==> src/rtl/mioSpiPkg.sv <==
package mioSpiPkg;

  // Enum value doubles as log2 of the lane count
  typedef enum logic [1:0] {
    LANE_X1 = 2'd0,
    LANE_X2 = 2'd1,
    LANE_X4 = 2'd2
  } laneMode_t;

  typedef struct packed {
    logic      ok;
    logic      isRead;
    laneMode_t lanes;
  } opDecode_t;

  // Control to datapath strobes
  typedef struct packed {
    logic loadAll;
    logic shiftOp;
    logic shiftData;
    logic capture;
    logic finish;
    logic driveOp;
    logic driveData;
  } strobes_t;

  function automatic opDecode_t decodeOp(input logic [7:0] op);
    opDecode_t d;
    d.ok     = 1'b1;
    d.isRead = 1'b0;
    d.lanes  = LANE_X1;
    case (op)
      8'h0B: begin d.isRead = 1'b1; d.lanes = LANE_X1; end
      8'h02: begin d.isRead = 1'b0; d.lanes = LANE_X1; end
      8'hBB: begin d.isRead = 1'b1; d.lanes = LANE_X2; end
      8'hB2: begin d.isRead = 1'b0; d.lanes = LANE_X2; end
      8'hEB: begin d.isRead = 1'b1; d.lanes = LANE_X4; end
      8'hE2: begin d.isRead = 1'b0; d.lanes = LANE_X4; end
      default: d.ok = 1'b0;
    endcase
    return d;
  endfunction

endpackage

==> src/rtl/mioSpiCtrl.sv <==
module mioSpiCtrl
  import mioSpiPkg::*;
#(
  parameter int MAX_BYTES = 4,
  parameter int HALF_DIV  = 2,
  parameter int CNT_W     = $clog2(MAX_BYTES + 1),
  parameter int BC_W      = $clog2(MAX_BYTES * 8 + 1)
) (
  input  logic             clk,
  input  logic             rstN,
  input  logic             reqValid,
  input  logic [7:0]       reqOpcode,
  input  logic [CNT_W-1:0] reqCount,
  output logic             reqReady,
  output logic             sclk,
  output logic             csN,
  output logic             done,
  output logic             err,
  output laneMode_t        lanes,
  output strobes_t         stb
);

  localparam int DIV_W = (HALF_DIV > 1) ? $clog2(HALF_DIV) : 1;

  typedef enum logic [2:0] {
    S_IDLE, S_START, S_OPC, S_TURN, S_DATA, S_FIN
  } state_t;

  state_t           state;
  logic [DIV_W-1:0] divCnt;
  logic [BC_W-1:0]  bitCnt;
  logic [BC_W-1:0]  dataClk;
  logic [CNT_W-1:0] cntR;
  logic             readR;
  logic             tick, rise, fall, lastBit;
  logic             countOk, accept, reject;
  opDecode_t        dec;

  always_comb begin
    dec     = decodeOp(reqOpcode);
    countOk = (reqCount != '0) && (reqCount <= CNT_W'(MAX_BYTES));
    accept  = (state == S_IDLE) && reqValid && dec.ok && countOk;
    reject  = (state == S_IDLE) && reqValid && !(dec.ok && countOk);
    tick    = (divCnt == DIV_W'(HALF_DIV - 1));
    rise    = tick && !sclk;
    fall    = tick && sclk;
    lastBit = (bitCnt == BC_W'(1));
    dataClk = (BC_W'(cntR) << 3) >> lanes;
    reqReady = (state == S_IDLE);
  end

  always_comb begin
    stb.loadAll   = accept;
    stb.shiftOp   = (state == S_OPC) && fall && !lastBit;
    stb.shiftData = (state == S_DATA) && fall && !readR && !lastBit;
    stb.capture   = (state == S_DATA) && rise && readR;
    stb.finish    = (state == S_DATA) && fall && readR && lastBit;
    stb.driveOp   = (state == S_START) || (state == S_OPC);
    stb.driveData = (state == S_DATA) && !readR;
  end

  always_ff @(posedge clk or negedge rstN) begin
    if (!rstN) begin
      divCnt <= '0;
    end else if (state == S_IDLE || tick) begin
      divCnt <= '0;
    end else begin
      divCnt <= divCnt + DIV_W'(1);
    end
  end

  always_ff @(posedge clk or negedge rstN) begin
    if (!rstN) begin
      state  <= S_IDLE;
      sclk   <= 1'b0;
      csN    <= 1'b1;
      done   <= 1'b0;
      err    <= 1'b0;
      bitCnt <= '0;
      cntR   <= '0;
      readR  <= 1'b0;
      lanes  <= LANE_X1;
    end else begin
      done <= 1'b0;
      err  <= 1'b0;
      case (state)
        S_IDLE: begin
          if (accept) begin
            state <= S_START;
            csN   <= 1'b0;
            cntR  <= reqCount;
            readR <= dec.isRead;
            lanes <= dec.lanes;
          end else if (reject) begin
            err <= 1'b1;
          end
        end
        S_START: begin
          if (tick) begin
            sclk   <= 1'b1;
            state  <= S_OPC;
            bitCnt <= BC_W'(8);
          end
        end
        S_OPC: begin
          if (rise) sclk <= 1'b1;
          if (fall) begin
            sclk <= 1'b0;
            if (lastBit) begin
              state  <= readR ? S_TURN : S_DATA;
              bitCnt <= readR ? BC_W'(1) : dataClk;
            end else begin
              bitCnt <= bitCnt - BC_W'(1);
            end
          end
        end
        S_TURN: begin
          if (rise) sclk <= 1'b1;
          if (fall) begin
            sclk   <= 1'b0;
            state  <= S_DATA;
            bitCnt <= dataClk;
          end
        end
        S_DATA: begin
          if (rise) sclk <= 1'b1;
          if (fall) begin
            sclk <= 1'b0;
            if (lastBit) state <= S_FIN;
            else         bitCnt <= bitCnt - BC_W'(1);
          end
        end
        S_FIN: begin
          if (tick) begin
            csN   <= 1'b1;
            done  <= 1'b1;
            state <= S_IDLE;
          end
        end
        default: state <= S_IDLE;
      endcase
    end
  end

endmodule

==> src/rtl/mioSpiDatapath.sv <==
module mioSpiDatapath
  import mioSpiPkg::*;
#(
  parameter int MAX_BYTES = 4,
  parameter int CNT_W     = $clog2(MAX_BYTES + 1),
  parameter int DATA_W    = MAX_BYTES * 8
) (
  input  logic              clk,
  input  logic              rstN,
  input  strobes_t          stb,
  input  laneMode_t         lanes,
  input  logic [7:0]        reqOpcode,
  input  logic [CNT_W-1:0]  reqCount,
  input  logic [DATA_W-1:0] reqWrData,
  input  logic [3:0]        ioIn,
  output logic [3:0]        ioOut,
  output logic [3:0]        ioOe,
  output logic [DATA_W-1:0] rdData
);

  logic [7:0]        opShift;
  logic [DATA_W-1:0] wrShift, wrOrdered;
  logic [DATA_W-1:0] rdShift, rdOrdered;
  logic [CNT_W-1:0]  cntR;

  // Byte 0 goes to the top so it leaves first
  always_comb begin
    for (int i = 0; i < MAX_BYTES; i++) begin
      wrOrdered[DATA_W-1-i*8 -: 8] = reqWrData[i*8 +: 8];
    end
  end

  // First received byte sits highest in the used part of rdShift
  always_comb begin
    for (int i = 0; i < MAX_BYTES; i++) begin
      rdOrdered[i*8 +: 8] = (i < int'(cntR))
                          ? 8'(rdShift >> (8 * (int'(cntR) - 1 - i)))
                          : 8'h00;
    end
  end

  always_ff @(posedge clk or negedge rstN) begin
    if (!rstN) begin
      opShift <= '0;
      wrShift <= '0;
      rdShift <= '0;
      cntR    <= '0;
      rdData  <= '0;
    end else begin
      if (stb.loadAll) begin
        opShift <= reqOpcode;
        wrShift <= wrOrdered;
        rdShift <= '0;
        cntR    <= reqCount;
      end
      if (stb.shiftOp) opShift <= {opShift[6:0], 1'b0};
      if (stb.shiftData) begin
        case (lanes)
          LANE_X2: wrShift <= wrShift << 2;
          LANE_X4: wrShift <= wrShift << 4;
          default: wrShift <= wrShift << 1;
        endcase
      end
      if (stb.capture) begin
        case (lanes)
          LANE_X2: rdShift <= {rdShift[DATA_W-3:0], ioIn[1:0]};
          LANE_X4: rdShift <= {rdShift[DATA_W-5:0], ioIn};
          default: rdShift <= {rdShift[DATA_W-2:0], ioIn[0]};
        endcase
      end
      if (stb.finish) rdData <= rdOrdered;
    end
  end

  always_comb begin
    ioOut = 4'h0;
    ioOe  = 4'h0;
    if (stb.driveOp) begin
      ioOut = {3'b000, opShift[7]};
      ioOe  = 4'b0001;
    end else if (stb.driveData) begin
      case (lanes)
        LANE_X2: begin ioOut = {2'b00, wrShift[DATA_W-1 -: 2]}; ioOe = 4'b0011; end
        LANE_X4: begin ioOut = wrShift[DATA_W-1 -: 4];          ioOe = 4'b1111; end
        default: begin ioOut = {3'b000, wrShift[DATA_W-1]};     ioOe = 4'b0001; end
      endcase
    end
  end

endmodule

==> src/rtl/mioSpiMaster.sv <==
module mioSpiMaster
  import mioSpiPkg::*;
#(
  parameter int MAX_BYTES = 4,
  parameter int HALF_DIV  = 2
) (
  input  logic                             clk,
  input  logic                             rstN,
  input  logic                             reqValid,
  output logic                             reqReady,
  input  logic [7:0]                       reqOpcode,
  input  logic [$clog2(MAX_BYTES+1)-1:0]   reqCount,
  input  logic [MAX_BYTES*8-1:0]           reqWrData,
  output logic [MAX_BYTES*8-1:0]           rdData,
  output logic                             done,
  output logic                             err,
  output logic                             sclk,
  output logic                             csN,
  output logic [3:0]                       ioOut,
  output logic [3:0]                       ioOe,
  input  logic [3:0]                       ioIn
);

  localparam int CNT_W  = $clog2(MAX_BYTES + 1);
  localparam int BC_W   = $clog2(MAX_BYTES * 8 + 1);
  localparam int DATA_W = MAX_BYTES * 8;

  strobes_t  stb;
  laneMode_t lanes;

  mioSpiCtrl #(
    .MAX_BYTES(MAX_BYTES), .HALF_DIV(HALF_DIV), .CNT_W(CNT_W), .BC_W(BC_W)
  ) u_ctrl (
    .clk(clk), .rstN(rstN), .reqValid(reqValid), .reqOpcode(reqOpcode),
    .reqCount(reqCount), .reqReady(reqReady), .sclk(sclk), .csN(csN),
    .done(done), .err(err), .lanes(lanes), .stb(stb)
  );

  mioSpiDatapath #(
    .MAX_BYTES(MAX_BYTES), .CNT_W(CNT_W), .DATA_W(DATA_W)
  ) u_dp (
    .clk(clk), .rstN(rstN), .stb(stb), .lanes(lanes), .reqOpcode(reqOpcode),
    .reqCount(reqCount), .reqWrData(reqWrData), .ioIn(ioIn),
    .ioOut(ioOut), .ioOe(ioOe), .rdData(rdData)
  );

endmodule

==> config.mk <==
export PLATFORM = sky130hd
export DESIGN_NAME = mioSpiMaster
export DESIGN_NICKNAME = d
export VERILOG_FILES = /design/src/rtl/mioSpiPkg.sv /design/src/rtl/mioSpiCtrl.sv /design/src/rtl/mioSpiDatapath.sv /design/src/rtl/mioSpiMaster.sv
export SDC_FILE = /design/constraint.sdc
export NUM_CORES = 1
export LEC_CHECK = 0
export CORE_ASPECT_RATIO = 2
export CORE_MARGIN = 2
export CORE_UTILIZATION = 40
export DETAILED_ROUTE_END_ITERATION = 7
export SLEW_MARGIN = 20
export SYNTH_ARGS = -nofsm -noshare
export SYNTH_HDL_FRONTEND = slang
export SYNTH_SLANG_ARGS = --single-unit
==> constraint.sdc <==
create_clock -name clk -period 6 [get_ports clk]
set_clock_uncertainty 0.2 [all_clocks]
set_input_delay 1.2 -clock clk [delete_from_list [all_inputs] [get_ports clk]]
set_output_delay 1.2 -clock clk [all_outputs]
set_load 0.005 [all_outputs]
==> flow_metrics.py, run 1 <==
metrics = {
    "final_layout": {
        "antenna_cells": 0,
        "nets": 1055,
        "seq_area_um2": 3180,
        "fillers": 1988,
        "mostFrequentLayoutCell": "dfrtp_1",
        "area_growth_pct": 21.0,
        "layout_common_cells": "126 x dfrtp_1, 115 x nand2_1, 98 x nor2_1",
        "final_cell_area_um2": 9680,
        "multiInputGateArea_um2": 4400,
        "drive_gt1_share_pct": 7.65,
        "finalCoreUtilization_pct": 49.0,
    },
    "worst_hold_path": {
        "hp-class": "reg -> reg",
    },
    "route": {
        "drt_iter0_markers": 419,
        "wl_met2_um": 12400,
        "first_pass_iters": 5,
        "num_vias": 7342,
        "drc": 0,
        "via_per_inst": 5.85,
        "ant_nets": 0,
        "wl_per_cell_um": 18.2,
        "dr.max_layer_used": "met4",
        "wl_met1_um": 8960,
        "drt_wl_total_um": 22900,
        "wl_met3_um": 709,
    },
    "placed_design": {
        "place_ws_ps": 1590,
        "dpl.hpwl_um": 15700,
        "port-buffer-count": 94,
        "gp_congestion": 0.904,
        "placedInstanceArea_um2": 9000,
    },
    "clock_tree": {
        "cts_resized": 0,
        "cts_buffers": 17,
        "cts_buffer_depth": 2,
        "cts_root_buf": "clkbuf_16",
        "clk_pin_slew_ps": 60,
        "postCtsSetupRepairBufs": 0,
        "cts_hold_buf": 0,
        "htree_levels": 4,
        "clk_latency_ps": 430,
        "cts_tree": "yes",
        "clock_sinks": 127,
    },
    "global_route": {
        "overflow": 0,
        "grt_pass1_wl_um": 37500,
        "grt_pass1_vias": 6988,
        "grt_usage_pct": 22.0,
        "grt_max_degree": 100,
        "antenna_found_initial": 0,
    },
    "floorplan": {
        "io_pins": 95,
        "coreArea_um2": 19700,
        "die_w_um": 104,
        "dieArea_um2": 21200,
        "fp-row-count": 73,
        "fp.dieH_um": 204,
        "start_util_pct": 40.5,
    },
    "worst_setup_path": {
        "r2r_end": "u_dp.rdData[13]",
        "crit_path_start_kind": "flop",
        "crit_path_end_kind": "primary output",
        "reg2reg_depth": 12,
        "timing.rr.start": "u_dp.cntR[0]",
        "endpoint": "ioOut[0]",
        "ff2ff_setup_slack_ps": 1580,
        "startpoint": "u_ctrl.lanes[0]",
        "crit_required_ps": 4600,
        "arrival_ps": 3300,
        "cp_max_fo": 63,
        "critPathKind": "reg -> out",
    },
    "yosys": {
        "synth-main-ff-cell": "dfrtp_1",
        "synth_top_area_share_pct": 39.4,
        "ys_types": 60,
        "synth.avg_cell_area_um2": 8.51,
        "ys_top_cells_by_area": "dfrtp_1 39%, a22oi_1 5.7%, nand2_1 5.4%",
        "syn-cell-area_um2": 8000,
        "ys_async_sr_fraction_pct": 100,
        "synth-seq-area-share_pct": 39.8,
        "synth_area_leader_cell": "dfrtp_1",
        "synth_seq_cells": 127,
        "synth_edf_count": 0,
        "ys_warn_count": 0,
        "syn_inst": 940,
        "synthesis.nets": 1015,
    },
    "sta": {
        "worst_slew_pin_slew_ps": 1000,
        "period_needed_ps": 4700,
        "tns_ps": 0,
        "slew_headroom_pct": 32.8,
        "slew_violations": 0,
        "max_clock_freq_mhz": 213,
        "rsz0062_at_grt": "no",
        "setup_violations": 0,
        "hold_viol_final": 0,
        "setup_slack_ps": 1300,
        "fin_crit_sh_pct": 78.3,
    },
    "power_and_ir_drop": {
        "power.internal_mw": 2.62,
        "p_leak_nw": 3.92,
        "switchingPower_mw": 1.81,
        "comb_power_share_pct": 40.0,
        "peakVddDrop_v": 0.000195,
        "switching_share_pct": 40.8,
        "clkPwrFrac_pct": 27.1,
        "cellPowerDensity_nw_per_um2": 458,
        "p_seq_share_pct": 32.9,
    },
    "outcome": {
        "status": "completed",
    },
    "flow_run": {
        "cap_violations": 0,
    },
}
==> power by group through the flow <==
stage / combinational [mW] / sequential [mW] / clock, mW
after floorplan: 1.41 / 1.28 / 0
after global placement: 1.75 / 1.46 / 0
after detailed placement: 1.77 / 1.46 / 0
after CTS: 1.78 / 1.45 / 1.22
after global routing: 2.00 / 1.49 / 1.26
final: 1.77 / 1.46 / 1.20
==> metal layers <==
| metal | vias to the layer above | global-route usage (%) |
|---|---|---|
| li1 | 3539 | - |
| met1 | 3570 | 25.0 |
| met2 | 186 | 40.8 |
| met3 | 47 | 2.77 |
| met4 | 0 | 9.89 |
| met5 | - | 0 |
==> flip-flops by register name (all words and copies together), names as in the netlist, 2 cells and up <==
| register | flops |
|---|---|
| u_dp.rdData | 32 |
| u_dp.rdShift | 32 |
| u_dp.wrShift | 32 |
| u_dp.opShift | 8 |
| u_ctrl.bitCnt | 6 |
| u_ctrl.cntR | 3 |
| u_ctrl.state | 3 |
| u_dp.cntR | 3 |
| u_ctrl.lanes | 2 |
==> cells by family after synthesis <==
family | synth area share, %
AOI/OAI and AO/OA | 27.7
xor gates and xnor gates | 0.657
and+or+nand+nor | 17.8
muxes | 4.65
adders and majority gates | 3.91
DFF | 39.8
buffers and inverters | 5.51
==> synthesized netlist by cell type, drive strengths merged (4+ instances only) <==
library cell	number
inv	19
nor2b	8
o32a	4
dfrtp	126
a221oi	19
nand2	115
a211oi	31
nand3	41
a21o	5
a22oi	61
clkbuf	60
nor3	17
mux2	9
and3	4
o32ai	5
a31oi	23
o21ai	61
nor2	100
a32o	16
ha	25
a21oi	73
or2	10
mux2i	27
a22o	16
buf	23
==> final cells by class <==
cell class	count	share of cell area, %
timing repair buffer	104	10.5
inverter	21	0.815
tap	262	3.39
clock inverter	13	2.43
multi-input combinational	709	45.5
sequential	127	32.9
clock buffer	19	4.58
==> through the flow <==
step	hold WS, ps	instances	power [mW]
2_1_floorplan	249	940	2.70
3_3_place_gp	262	1223	3.21
3_5_place_dp	265	1223	3.23
4_1_cts	285	1255	4.45
5_1_grt	298	1255	4.75
6_report	279	1255	4.43
==> worst max-delay path, stage by stage (launching register included) <==
cell             delay [ps]
dfrtp_1                 460
inv_1                   240
ha_4                    640
a22oi_1                 130
o21ai_0                 310
a22oi_1                 130
o21ai_0                 340
clkdlybuf4s50_1         580
==> worst min-delay path by stage <==
stage / from / end / slack [ps] / depth (start not counted)
floorplan: u_dp.opShift[6] / u_dp.opShift[6] / 250 / 1
global placement: u_dp.opShift[4] / u_dp.opShift[4] / 260 / 1
detailed placement: u_dp.opShift[6] / u_dp.opShift[6] / 270 / 1
CTS: u_dp.opShift[5] / u_dp.opShift[5] / 290 / 1
global route: u_dp.opShift[4] / u_dp.opShift[4] / 300 / 1
finish: u_dp.rdData[28] / u_dp.rdData[28] / 280 / 2
Note: power is estimated with default switching activity, not from simulation.
==> run 2: changes to the inputs <==
- clock period: 6 -> 4.5 ns (I/O delays scaled with it)
==> run 2 against run 1 <==
  * Core utilization fell by 0.32 points
  * Sequential share of layout area increased by 0.22 points
  * First-iteration DRC count is 22% lower
  * Critical path depth decreased by 1
  * Die area stayed put
  * Total power grew 28%
  * Critical endpoint is now ioOut[1]
  * Combinational power grew 37%
  * Setup slack worse by 820 ps
  * Clock power is 10% higher
  * Non-clock buffer count rose by 6
  * Sequential power rose by 30%
==> flow_metrics.py, run 2 (synthesis results as in run 1) <==
metrics = {
    "worst_setup_path": {
        "critPathKind": "reg -> out",
        "crit_chain": "inv_1 -> ha_4 -> buf_4 -> a22oi_1 -> nor4_1 -> clkdlybuf4s50_1",
        "crit_family": "buffers and inverters",
        "crit_buf_inv": 3,
        "crit_path_start_kind": "flop",
        "arrival_ps": 2920,
        "cp_max_fo": 62,
        "cpPeakStageDelay_ps": 570,
        "crit_path_end_kind": "primary output",
        "slowest_stage": "clkdlybuf4s50_1",
        "crit_required_ps": 3400,
    },
    "final_layout": {
        "mostFrequentLayoutCell": "dfrtp_1",
        "layout_common_cells": "126 x dfrtp_1, 115 x nand2_1, 98 x nor2_1",
        "antenna_cells": 0,
        "nets": 1061,
        "reg.largest.list": "u_dp.rdData (32), u_dp.rdShift (32), u_dp.wrShift (32)",
        "final_cell_area_um2": 9610,
        "area_growth_pct": 20.2,
        "drive_gt1_share_pct": 8.01,
    },
    "sta": {
        "fin_crit_sh_pct": 89.3,
        "rsz0062_at_grt": "no",
        "max_clock_freq_mhz": 249,
        "setup_violations": 0,
        "worst_slew_pin_slew_ps": 946,
        "period_needed_ps": 4020,
        "tns_ps": 0,
        "slew_violations": 0,
        "hold_viol_final": 0,
        "slew_headroom_pct": 35.9,
    },
    "clock_tree": {
        "clock_sinks": 127,
        "cts_root_buf": "clkbuf_16",
        "cts_buffers": 17,
        "cts_resized": 0,
        "htree_levels": 4,
        "cts_hold_buf": 0,
        "cts_buffer_depth": 2,
        "clk_latency_ps": 420,
        "clk_pin_slew_ps": 60,
        "postCtsSetupRepairBufs": 0,
        "cts_tree": "yes",
    },
    "route": {
        "drc": 0,
        "via_per_inst": 5.83,
        "wl_per_cell_um": 18.3,
        "first_pass_iters": 5,
        "num_vias": 7357,
        "ant_nets": 0,
        "drt_iter0_markers": 328,
        "drt_wl_total_um": 23100,
    },
    "placed_design": {
        "placedInstanceArea_um2": 9060,
        "gp_congestion": 0.937,
        "port-buffer-count": 94,
        "dpl.hpwl_um": 15800,
    },
    "floorplan": {
        "start_util_pct": 40.5,
        "die_w_um": 104,
        "dieArea_um2": 21200,
        "io_pins": 95,
        "fp.dieH_um": 204,
        "fp-row-count": 73,
        "coreArea_um2": 19700,
    },
    "power_and_ir_drop": {
        "switching_share_pct": 42.6,
        "cellPowerDensity_nw_per_um2": 588,
        "power_mw": 5.66,
        "p_leak_nw": 3.90,
        "comb_power_share_pct": 43.0,
        "p_seq_share_pct": 33.6,
        "power.internal_mw": 3.24,
        "switchingPower_mw": 2.41,
        "clkPwrFrac_pct": 23.3,
        "peakVddDrop_v": 0.000481,
    },
    "global_route": {
        "antenna_found_initial": 0,
        "grt_max_degree": 123,
        "grt_pass1_vias": 7127,
        "grt_pass1_wl_um": 37800,
        "overflow": 0,
        "grt_usage_pct": 22.2,
    },
    "outcome": {
        "status": "completed",
    },
    "worst_hold_path": {
        "hp-class": "reg -> reg",
    },
    "flow_run": {
        "cap_violations": 0,
    },
}
-- run 2: changes by cell type in the layout (fill, tap and decap cells not counted) --
cell / delta
buf_6: +1
bufinv_16: -5
clkinv_4: -2
buf_12: +1
clkinvlp_4: +2
clkbuf_8: +1
clkinv_2: +3
inv_6: -1
clkbuf_1: +2
buf_4: +4
-- run 2: through the flow --
stage                     hold slack (ps)  setup slack, ps  cells  util (%)
after global placement                263              939   1229      45.9
after detailed placement              271              900   1229      45.9
after floorplan                       249              217    940         -
after global routing                  305              250   1261      48.7
after CTS                             285              451   1261      48.7
final                                 278              481   1261      48.7
-- run 2: final timing paths --
path | from | to | slack (ps) | depth (start not counted)
min | u_dp.opShift[5] | u_dp.opShift[5] | 280 | 1
min reg2reg | u_dp.opShift[5] | u_dp.opShift[5] | 280 | 1
max | u_ctrl.lanes[0] | ioOut[1] | 480 | 6
min in group asynchronous | rstN | u_ctrl.sclk | 290 | 1
max in group asynchronous | rstN | u_dp.rdData[10] | 2910 | 2
max reg2reg | u_dp.cntR[0] | u_dp.rdData[13] | 1060 | 10
-- run 2: cell type report --
class / instances / area (um^2)
Multi-Input combinational cell: 709 / 4400
Clock buffer: 22 / 464
Fill cell: 1961 / 10100
Timing Repair Buffer: 110 / 1070
Inverter: 21 / 78.8
Clock inverter: 10 / 88.8
Sequential cell: 127 / 3180
Tap cell: 262 / 328
-- run 2: routing by layer --
metal  vias to the layer above  global-route usage, %  share of wire, %  routed length, um
met5                         -                      0                 0                  0
met4                         0                   10.2               3.8                872
met2                       186                   40.8                54              12500
met1                      3555                   25.2                39               9040
li1                       3561                      -                 -                  -
met3                        55                   3.00               2.9                678
-- run 2: power by group through the flow --
stage	Sequential (mW)	Combinational (mW)	Clock, mW
global placement	1.91	2.41	0
finish	1.90	2.43	1.32
detailed placement	1.91	2.43	0
floorplan	1.71	1.89	0
global route	1.95	2.71	1.39
CTS	1.89	2.44	1.34
==> run 3: changes to the inputs <==
- SLEW_MARGIN: 20 -> unset
==> run 3 against run 2 <==
  * Core utilization about the same
  * Hold slack unchanged
  * Total power about the same
  * Die area did not move
  * Critical endpoint unchanged
  * Wire length hardly changed
  * Global-route usage is the same
==> flow_metrics.py, run 3 (synthesis results as in run 1) <==
metrics = {
    "outcome": {
        "status": "completed",
    },
    "sta": {
        "worst_slew_pin_slew_ps": 1150,
        "slew_violations": 0,
        "tns_ps": 0,
        "setup_violations": 0,
        "period_needed_ps": 4020,
        "fin_crit_sh_pct": 89.4,
        "slew_headroom_pct": 23.0,
        "max_clock_freq_mhz": 249,
        "hold_viol_final": 0,
        "rsz0062_at_grt": "no",
    },
    "route": {
        "num_vias": 7354,
        "ant_nets": 0,
        "drt_wl_total_um": 23100,
        "first_pass_iters": 5,
        "drc": 0,
        "wl_per_cell_um": 18.3,
        "via_per_inst": 5.83,
        "drt_iter0_markers": 328,
    },
    "floorplan": {
        "fp-row-count": 73,
        "fp.dieH_um": 204,
        "start_util_pct": 40.5,
        "dieArea_um2": 21200,
        "io_pins": 95,
        "die_w_um": 104,
        "coreArea_um2": 19700,
    },
    "final_layout": {
        "mostFrequentLayoutCell": "dfrtp_1",
        "antenna_cells": 0,
        "area_growth_pct": 20.2,
        "nets": 1061,
        "final_cell_area_um2": 9610,
        "fillers": 1962,
        "layout_common_cells": "126 x dfrtp_1, 115 x nand2_1, 98 x nor2_1",
        "drive_gt1_share_pct": 8.01,
        "reg.largest.list": "u_dp.rdData (32), u_dp.rdShift (32), u_dp.wrShift (32)",
    },
    "worst_setup_path": {
        "crit_path_start_kind": "flop",
        "reg2reg_depth": 10,
        "arrival_ps": 2920,
        "startpoint": "u_ctrl.lanes[0]",
        "critPathKind": "reg -> out",
        "crit_required_ps": 3400,
        "cp_max_fo": 62,
        "crit_chain": "inv_1 -> ha_4 -> buf_4 -> a22oi_1 -> nor4_1 -> clkdlybuf4s50_1",
        "r2r_end": "u_dp.rdData[13]",
        "slowest_stage": "clkdlybuf4s50_1",
        "ff2ff_setup_slack_ps": 1060,
        "crit_path_end_kind": "primary output",
        "cpPeakStageDelay_ps": 570,
        "crit_family": "buffers and inverters",
        "crit_buf_inv": 3,
        "timing.rr.start": "u_dp.cntR[0]",
    },
    "global_route": {
        "grt_pass1_wl_um": 37800,
        "grt_pass1_vias": 7127,
        "overflow": 0,
        "grt_usage_pct": 22.2,
        "grt_max_degree": 123,
        "antenna_found_initial": 0,
    },
    "clock_tree": {
        "cts_root_buf": "clkbuf_16",
        "clock_sinks": 127,
        "clk_pin_slew_ps": 60,
        "htree_levels": 4,
        "clk_latency_ps": 420,
        "cts_tree": "yes",
        "cts_buffer_depth": 2,
        "cts_buffers": 17,
        "cts_resized": 0,
        "cts_hold_buf": 0,
        "postCtsSetupRepairBufs": 0,
    },
    "placed_design": {
        "gp_congestion": 0.937,
        "dpl.hpwl_um": 15800,
        "port-buffer-count": 94,
        "placedInstanceArea_um2": 9060,
    },
    "power_and_ir_drop": {
        "power.internal_mw": 3.24,
        "comb_power_share_pct": 43.0,
        "clkPwrFrac_pct": 23.3,
        "cellPowerDensity_nw_per_um2": 588,
        "p_seq_share_pct": 33.7,
        "switching_share_pct": 42.7,
        "peakVddDrop_v": 0.000477,
        "p_leak_nw": 3.90,
        "switchingPower_mw": 2.41,
    },
    "flow_run": {
        "cap_violations": 0,
    },
    "worst_hold_path": {
        "hold_end": "u_dp.opShift[5]",
        "hp-class": "reg -> reg",
        "hold_path_depth": 1,
        "min_from": "u_dp.opShift[5]",
    },
}
## run 3: cell count changes in the layout (fill, tap and decap cells not counted)
cell,previous run,this run
buf_4,15,16
buf_6,1,0
## run 3: power by group through the flow
stage / Combinational [mW] / Sequential, mW / Clock, mW
finish: 2.43 / 1.90 / 1.32
global placement: 2.41 / 1.91 / 0
floorplan: 1.89 / 1.71 / 0
detailed placement: 2.43 / 1.91 / 0
CTS: 2.44 / 1.89 / 1.34
global route: 2.71 / 1.95 / 1.39
## run 3: worst max-delay path by stage
stage	end	slack, ps	cells after the start
floorplan	u_dp.rdData[24]	220	18
global placement	u_dp.opShift[4]	940	7
detailed placement	u_dp.opShift[3]	900	7
CTS	ioOut[1]	450	6
global route	ioOut[1]	250	6
finish	ioOut[1]	480	6
## run 3: metal layers
layer	wire, um	vias to the layer above	track usage, %
li1	-	3560	-
met1	9040	3553	25.2
met2	12500	186	40.8
met3	691	55	3.00
met4	872	0	10.2
met5	0	-	0
## run 3: per-stage QoR
stage | setup slack (ps) | hold WS, ps | power, mW | utilization (%) | std cells
after detailed placement | 900 | 271 | 4.34 | 45.9 | 1229
after CTS | 451 | 285 | 5.68 | 48.7 | 1261
after global placement | 939 | 263 | 4.32 | 45.9 | 1229
after floorplan | 217 | 249 | 3.60 | - | 940
after global routing | 250 | 305 | 6.05 | 48.7 | 1261
final | 478 | 278 | 5.65 | 48.7 | 1261
## run 3: final cells by class
type / instances / area [um^2] / area share [%]
clock buffer: 22 / 464 / 4.83
tap: 262 / 328 / 3.41
clock inverter: 10 / 88.8 / 0.924
timing repair buffer: 110 / 1070 / 11.1
sequential: 127 / 3180 / 33.1
multi-input combinational: 709 / 4400 / 45.8
inverter: 21 / 78.8 / 0.820
